--- src/rtl/ocsum_pkg.sv ---
// Package: shared types for the ones'-complement frame checksum unit.
// Assumes nothing beyond standard SystemVerilog.
package ocsum_pkg;
    // What the unit does with a finished frame.
    typedef enum logic {
        SUM_GENERATE = 1'b0,
        SUM_CHECK    = 1'b1
    } sum_mode_e;
endpackage

--- src/rtl/ocsum_fold_add.sv ---
// Module: ocsum_fold_add
// Purely combinational ones'-complement adder: adds two W-bit words and
// feeds the carry out of the top bit back into bit 0.
// Assumes both operands are already folded to W bits; a single fold then
// cannot carry again, since the largest raw sum is 2^(W+1)-2.
module ocsum_fold_add #(
    parameter int W = 16
) (
    input  logic [W-1:0] a,
    input  logic [W-1:0] b,
    output logic [W-1:0] y
);
    logic [W:0] raw;

    // Raw sum with one extra bit, then end-around fold of the carry.
    always_comb begin
        raw = {1'b0, a} + {1'b0, b};
        y   = raw[W-1:0] + {{(W-1){1'b0}}, raw[W]};
    end
endmodule

--- src/rtl/ocsum_accum.sv ---
// Module: ocsum_accum
// Running sum register. On a taken word it stores the folded sum of the
// word and either the stored sum or zero (when the word opens a frame).
// sum_now shows the sum including the current word for the report stage.
// Assumes take is only high for valid words.
module ocsum_accum #(
    parameter int W = 16
) (
    input  logic         clk,
    input  logic         rst_n,
    input  logic         take,
    input  logic         restart,
    input  logic [W-1:0] word,
    output logic [W-1:0] sum_now
);
    logic [W-1:0] acc_q;
    logic [W-1:0] base;

    // Pick the left operand: zero when a frame opens.
    always_comb begin
        base = restart ? '0 : acc_q;
    end

    ocsum_fold_add #(.W(W)) u_add (
        .a (base),
        .b (word),
        .y (sum_now)
    );

    // Hold the running sum; update only on a taken word.
    always_ff @(posedge clk) begin
        if (!rst_n) begin
            acc_q <= '0;
        end else if (take) begin
            acc_q <= sum_now;
        end
    end
endmodule

--- src/rtl/ocsum_report.sv ---
// Module: ocsum_report
// Output stage: on the closing word it registers the inverted sum,
// a one-cycle strobe and the verify flag. Outputs hold between frames.
// Assumes close is high only in the cycle the last word is taken.
module ocsum_report #(
    parameter int W = 16
) (
    input  logic                clk,
    input  logic                rst_n,
    input  logic                close,
    input  ocsum_pkg::sum_mode_e mode,
    input  logic [W-1:0]        sum_now,
    output logic [W-1:0]        sum_word,
    output logic                sum_valid,
    output logic                sum_ok
);
    localparam logic [W-1:0] ALL_ONES = '1;

    logic pass;

    // A carried check word brings the folded sum to all ones.
    always_comb begin
        pass = (mode == ocsum_pkg::SUM_CHECK) && (sum_now == ALL_ONES);
    end

    // Register result and strobe at frame end; keep the result otherwise.
    always_ff @(posedge clk) begin
        if (!rst_n) begin
            sum_word  <= '0;
            sum_valid <= 1'b0;
            sum_ok    <= 1'b0;
        end else begin
            sum_valid <= close;
            if (close) begin
                sum_word <= ~sum_now;
                sum_ok   <= pass;
            end
        end
    end
endmodule

--- src/rtl/ocsum_frame_unit.sv ---
// Module: ocsum_frame_unit (top)
// Streams a frame of 16-bit words and produces the inverted ones'-complement
// sum one cycle after the last word; in check mode it flags a frame whose
// sum, check word included, is all ones. Accepts one word per clock.
// Assumes upstream packs bytes into words and marks first/last words.
module ocsum_frame_unit #(
    parameter int W = 16
) (
    input  logic         clk,
    input  logic         rst_n,
    input  logic [W-1:0] word_in,
    input  logic         word_valid,
    input  logic         frame_first,
    input  logic         frame_last,
    input  logic         check_mode,
    output logic [W-1:0] sum_word,
    output logic         sum_valid,
    output logic         sum_ok
);
    logic                take;
    logic                restart;
    logic                close;
    logic [W-1:0]        sum_now;
    ocsum_pkg::sum_mode_e mode;

    // Qualify markers and mode with the valid strobe.
    always_comb begin
        take    = word_valid;
        restart = word_valid && frame_first;
        close   = word_valid && frame_last;
        mode    = check_mode ? ocsum_pkg::SUM_CHECK : ocsum_pkg::SUM_GENERATE;
    end

    ocsum_accum #(.W(W)) u_accum (
        .clk     (clk),
        .rst_n   (rst_n),
        .take    (take),
        .restart (restart),
        .word    (word_in),
        .sum_now (sum_now)
    );

    ocsum_report #(.W(W)) u_report (
        .clk       (clk),
        .rst_n     (rst_n),
        .close     (close),
        .mode      (mode),
        .sum_now   (sum_now),
        .sum_word  (sum_word),
        .sum_valid (sum_valid),
        .sum_ok    (sum_ok)
    );
endmodule

--- config.mk ---
export PLATFORM = sky130hd
export DESIGN_NAME = ocsum_frame_unit
export DESIGN_NICKNAME = d
export VERILOG_FILES = /design/src/rtl/ocsum_pkg.sv /design/src/rtl/ocsum_fold_add.sv /design/src/rtl/ocsum_accum.sv /design/src/rtl/ocsum_report.sv /design/src/rtl/ocsum_frame_unit.sv
export SDC_FILE = /design/constraint.sdc
export NUM_CORES = 1
export LEC_CHECK = 0
export ABC_AREA = 1
export BUFFER_PORTS_ARGS = -buffer_cell sky130_fd_sc_hd__buf_2
export CELL_PAD_IN_SITES_DETAIL_PLACEMENT = 1
export CELL_PAD_IN_SITES_GLOBAL_PLACEMENT = 2
export CORE_MARGIN = 2
export CORE_UTILIZATION = 31
export CTS_CLUSTER_DIAMETER = 30
export DETAILED_ROUTE_END_ITERATION = 12
export HOLD_SLACK_MARGIN = 0.05
export PLACE_DENSITY_LB_ADDON = 0.1
export SETUP_SLACK_MARGIN = 0.4
export SLEW_MARGIN = 15
export SYNTH_ARGS = -nofsm -noshare
export SYNTH_HDL_FRONTEND = slang
export SYNTH_SLANG_ARGS = --single-unit
--- constraint.sdc ---
create_clock -name clk -period 5.07 [get_ports clk]
set_input_delay 1.014 -clock clk [delete_from_list [all_inputs] [get_ports clk]]
set_output_delay 1.014 -clock clk [all_outputs]
set_load 0.05 [all_outputs]
Yosys cells after proc, flatten, opt, wreduce, memory -nomap -nowiden
Cells that the tools add are included.

word-level totals
  register bits = 34
  bits of input ports = 22
  output and inout port bits = 18
  word-level logic and storage cells = 13

operators by class
  add/sub/neg operators = 2
  equality and inequality tests = 1
  multiplexer cells = 2
  bitwise operators = 1
  reduce and logical (&&, ||, !) cells = 3

operator list
  kind                                          count
  adder 16 x 16 -> 17 bit                       1
  adder 16 x 1 -> 16 bit                        1
  equality test 16 bit (second input constant)  1
  2-to-1 mux 16 bit                             1
  NOT 16 bit                                    1
  logical AND 1 bit                             3
  2-to-1 mux 1 bit                              1

Longest topological paths before layout
  depth in word-level cells = 6
  depth in mapped cells = 31
  depth with buffers taken out = 30

Modules after synthesis
From an unflattened synthesis, not the netlist that was laid out.

second synthesis, totals
  cells, all modules = 502
  area, all modules = 3051.7 µm²

by module, submodules not included
  module            times used  cells an instance  area an instance (µm²)  sequential area each (µm²)
  ocsum_fold_add    1           284                1521.5                  0.0
  ocsum_accum       1           135                804.5                   320.3
  ocsum_report      1           79                 710.7                   360.3
  ocsum_frame_unit  1           4                  15.0                    0.0

Least setup slack after synthesis
Ideal clock, no wire load.

  kind = input to register
  start = in frame_first
  end = reg u_report.sum_ok
  library setup time = 67 ps
  arrival time = 4137 ps
  required time = 5003 ps
  slack = 865 ps
  stages on the path = 30
  buffers on the path = 1
  cell sequence = nand2_1 > inv_1 > buf_1 > nor2_1 > ha_1 > inv_1 > fa_1 > inv_1 > nand3_1 > nand3_1 > a21oi_1 > inv_1 > a21oi_1 > o21bai_1 > ha_1 > ha_1 > inv_1 > nor2_4 > nand3_2 > nor2_4 > nand2_2 > nor2_4 > nand3_2 > nor2_2 > nand2_1 > nand2_1 > nand2_2 > nor2_2 > nand3_2 > a21oi_2

on the way
  word-level cells in the longest chain between the ends = 6

RTL lines
  what                     RTL line                source
  from (decl)              ocsum_frame_unit.sv:13  input logic frame_first,
  logical AND 1 bit        ocsum_frame_unit.sv:29  restart = word_valid && frame_first;
  2-to-1 mux 16 bit        ocsum_accum.sv:21       base = restart ? '0 : acc_q;
  adder 16 x 16 -> 17 bit  ocsum_fold_add.sv:17    raw = {1'b0, a} + {1'b0, b};
  adder 16 x 1 -> 16 bit   ocsum_fold_add.sv:18    y = raw[W-1:0] + {{(W-1){1'b0}}, raw[W]};
  equality test 16 bit     ocsum_report.sv:23      pass = (mode == ocsum_pkg::SUM_CHECK) && (sum_now == ALL_ONES);
  logical AND 1 bit        ocsum_report.sv:23
  to (signal assigned)     ocsum_report.sv:36      sum_ok <= pass;
  to (decl)                ocsum_report.sv:15      output logic sum_ok

Every way passes these cells.
A chain may end at the register's enable or synchronous reset.

Worst setup path in the final report
  start = in word_valid
  end = reg u_report.sum_ok

on the way
  word-level cells in the longest chain between the ends = 6
  elaborated cells on any way between the ends = 7
  those cells by class = add/sub: 2; eq/ne: 1; mux: 1; reduce/logical: 3

RTL lines
  what                     RTL line                source
  from (decl)              ocsum_frame_unit.sv:12  input logic word_valid,
  logical AND 1 bit        ocsum_frame_unit.sv:29
  2-to-1 mux 16 bit        ocsum_accum.sv:21
  adder 16 x 16 -> 17 bit  ocsum_fold_add.sv:17
  adder 16 x 1 -> 16 bit   ocsum_fold_add.sv:18
  equality test 16 bit     ocsum_report.sv:23
  logical AND 1 bit        ocsum_report.sv:23

Several ways; a longest one is shown, not always the timed one.

==> qor.csv <==
metric;value;unit
outcome;complete, no violations;
cell mode on critical path;nand2_1;
Area Overhead vs Synth;20.12;%
post-synthesis sequential area ratio;0.2314;
Worst EP required;5.29;ns
Die Y;101.4;µm
CTS tree;yes;
DP HPWL;7375;µm
Worst Tran Pin Value;0.6259;ns
fin util;0.3824;
Setup TNS Final;0;ns
die area;0.01028;mm²
Post-Syn Instances;478;
H-Tree Depth;2;
Final Instance Count excl. Fillers;654;
Via Count;3061;
Post-Synth Simple-Gate Area;0.4173;
drt via density;4.680;
Cell variety after synth;30;
Post-Synth Adder-Cell Area;0.08337;
smallest hold slack;0.4804;ns
CTS Hold Buffers Added;0;
vias in the first global route;3037;
Clk Latency, worst-skew pair;0.28;ns
detailed-route DRC error count;0;
leak pwr;1.856;nW
relative slew slack;0.5823;
core footprint;0.009240;mm²
Crit path max-delay family;simple AND/OR/NAND/NOR gates;
pin count of the biggest net entering global routing;25;
fin crit share;0.8517;
initial antenna violation count;0;
RSZ-0062 raised after global routing;false;
Initial DRT Pass Iterations;4;
Setup Viol. Count Final;0;
clock period minus worst slack;4.318;ns
Hold Vio Cnt, Final;0;
mux cell area share after synthesis;0;
Num CTS Buffers;5;
clock buffer depth;2;
compound-cell area share of the yosys netlist;0.1212;
synthesis-stage register bit count;34;
# Max-Cap Violations;0;
CTS root buffer;clkbuf_8;
Cell Rows;35;
Final #Nets;566;
placed insts;638;
layout cells sized above 1;0.2590;
FMAX;231.6;MHz
Largest stage delay, worst path;0.33;ns
Crit. End Element;flip-flop;
initial DRC count;93;
clock-pin slew of the registers on the worst-case setup and hold paths;0.07;ns
Routed Wire Length;8972;µm
Cell Area, Synth;0.002942;mm²
Worst VDD drop;0.09880;mV
Worst Hold Class;reg -> reg;
Power Dens Cells;262.9;mW/mm²
Max FO, Critical Path;9;
Post-Syn Nets;519;
Critical-path top delay cell;ha_1;
first-pass GRT wire length;14820;µm
ANT cells;0;
clock skew after layout;0.004435;ns
Total Routing Usage GR;0.1812;
startpoint type of the worst setup path;primary input;
Die Width;101.4;µm
Arr. time, crit path;4.54;ns
Place WS;-0.006496;ns
port buffer count;39;
Avg Inst Size Synth;6.154;µm²
xor and xnor area share after synthesis;0.01786;
overflow left after global routing;0;
Final WS setup;0.7519;ns
Starting Density;0.3183;
gpl congestion;0.7812;
CP bufs+invs;7;
combinational family with the most area after synthesis;simple AND/OR/NAND/NOR gates;
Pins Over Slew Limit;0;
Ports;40;
mean routed wirelength per cell;13.72;µm
Crit Path Class;in -> reg;
number of synthesis warnings;0;
Sink Count;34;
post-route ant nets;0;
placed cells by master, fill, tap and decap left out, types with 3 or more instances in the layout:
cell type,synthesis,routed
nand2_4,4,4
nand4_1,8,8
nand2_2,18,18
nand3_2,12,14
ha_4,0,5
inv_2,9,10
inv_1,81,79
xor2_1,4,4
nor2_2,9,16
dfxtp_1,34,34
nand2_1,108,108
nand3_1,35,33
ha_1,18,10
o211ai_1,6,6
a21oi_1,24,24
nor2_1,53,46
clkbuf_8,0,5
buf_2,0,39
nor2_4,4,4
buf_4,0,8
ha_2,0,3
o21ai_0,25,25
stage by stage:
step / instance area (µm²) / power, mW
5_1_grt: 3533 / 1.008
4_1_cts: 3369 / 0.9154
3_5_place_dp: 3272 / 0.7201
6_report: 3533 / 0.9289
3_3_place_gp: 3272 / 0.7139
2_1_floorplan: 2942 / 0.6143
layout make-up:
class                      count  area, µm²
clock buffer                   5      68.82
timing repair buffer          49      277.8
multi-input combinational    343       1986
sequential                    34      680.7
clock inverter                 2      10.01
fill                        1260       5707
tap                          129      161.4
inverter                      92      349.1
what timing repair did:
item                                   4_1_cts  5_1_grt
setup endpoints to repair                    1       10
pin swaps                                    0        5
gates resized for setup                      1       26
buffers inserted                             2        7
endpoints found under the hold margin        0        0
tightest hold or removal path, stage by stage, from the launching register on:
cell and delay [ns]:
dfxtp_1 0.31, nand3_1 0.07, o21ai_1 0.06
path summary, 6_finish.rpt:
check	start	endpoint	slack, ns	cells past startpoint
worst max-delay path	word_valid	u_report.sum_ok$_SDFFE_PN0P_	0.75	29
worst min-delay path	u_report.sum_word[15]$_SDFFE_PN0P_	u_report.sum_word[15]$_SDFFE_PN0P_	0.48	2
worst max register to register	u_accum.acc_q[0]$_SDFFE_PN0P_	u_report.sum_ok$_SDFFE_PN0P_	1.44	26
worst min register to register	u_report.sum_word[15]$_SDFFE_PN0P_	u_report.sum_word[15]$_SDFFE_PN0P_	0.48	2
report_power, final:
part	internal (mW)	total, mW	switching, mW
Combinational	0.139	0.437	0.299
Clock	0.0922	0.190	0.0981
Sequential	0.291	0.301	0.0102
Total	0.522	0.929	0.407
registers in the layout, indices dropped and copies added, names as in the netlist:
register / count
u_report.sum_word: 16
u_accum.acc_q: 16
u_report.sum_ok: 1
u_report.sum_valid: 1
cell usage after synthesis, drive strengths merged:
cell,instances,area share
o211ai,6,0.015
o21bai,3,0.0077
clkinv,2,0.0026
ha,18,0.077
clkbuf,8,0.010
nand4,8,0.017
o21ai,27,0.047
xnor2,2,0.0060
buf,1,0.0013
nor2,66,0.10
xor2,4,0.012
dfxtp,34,0.23
nor3,1,0.0017
and2,1,0.0021
a31oi,2,0.0043
nand2,130,0.19
inv,90,0.11
fa,1,0.0068
a21oi,26,0.047
nand3b,1,0.0026
nand3,47,0.10
cell families (layout without fill, tap and decap cells):
kind of cell / Yosys count / count (layout)
compound gates: 64 / 64
xor+xnor: 6 / 6
fa+ha+maj: 19 / 19
buf+inv: 101 / 148
flops: 34 / 34
simple gates: 254 / 254
layer usage:
layer  track usage  wire [µm]  vias to the layer above
met3       0.02484        190                        8
met4       0.02495         62                        0
met1        0.2484       4432                     1425
li1              -          -                     1599
met2        0.3102       4286                       29
met5             0          0                        -
Note: power is estimated with default switching activity, not from simulation.
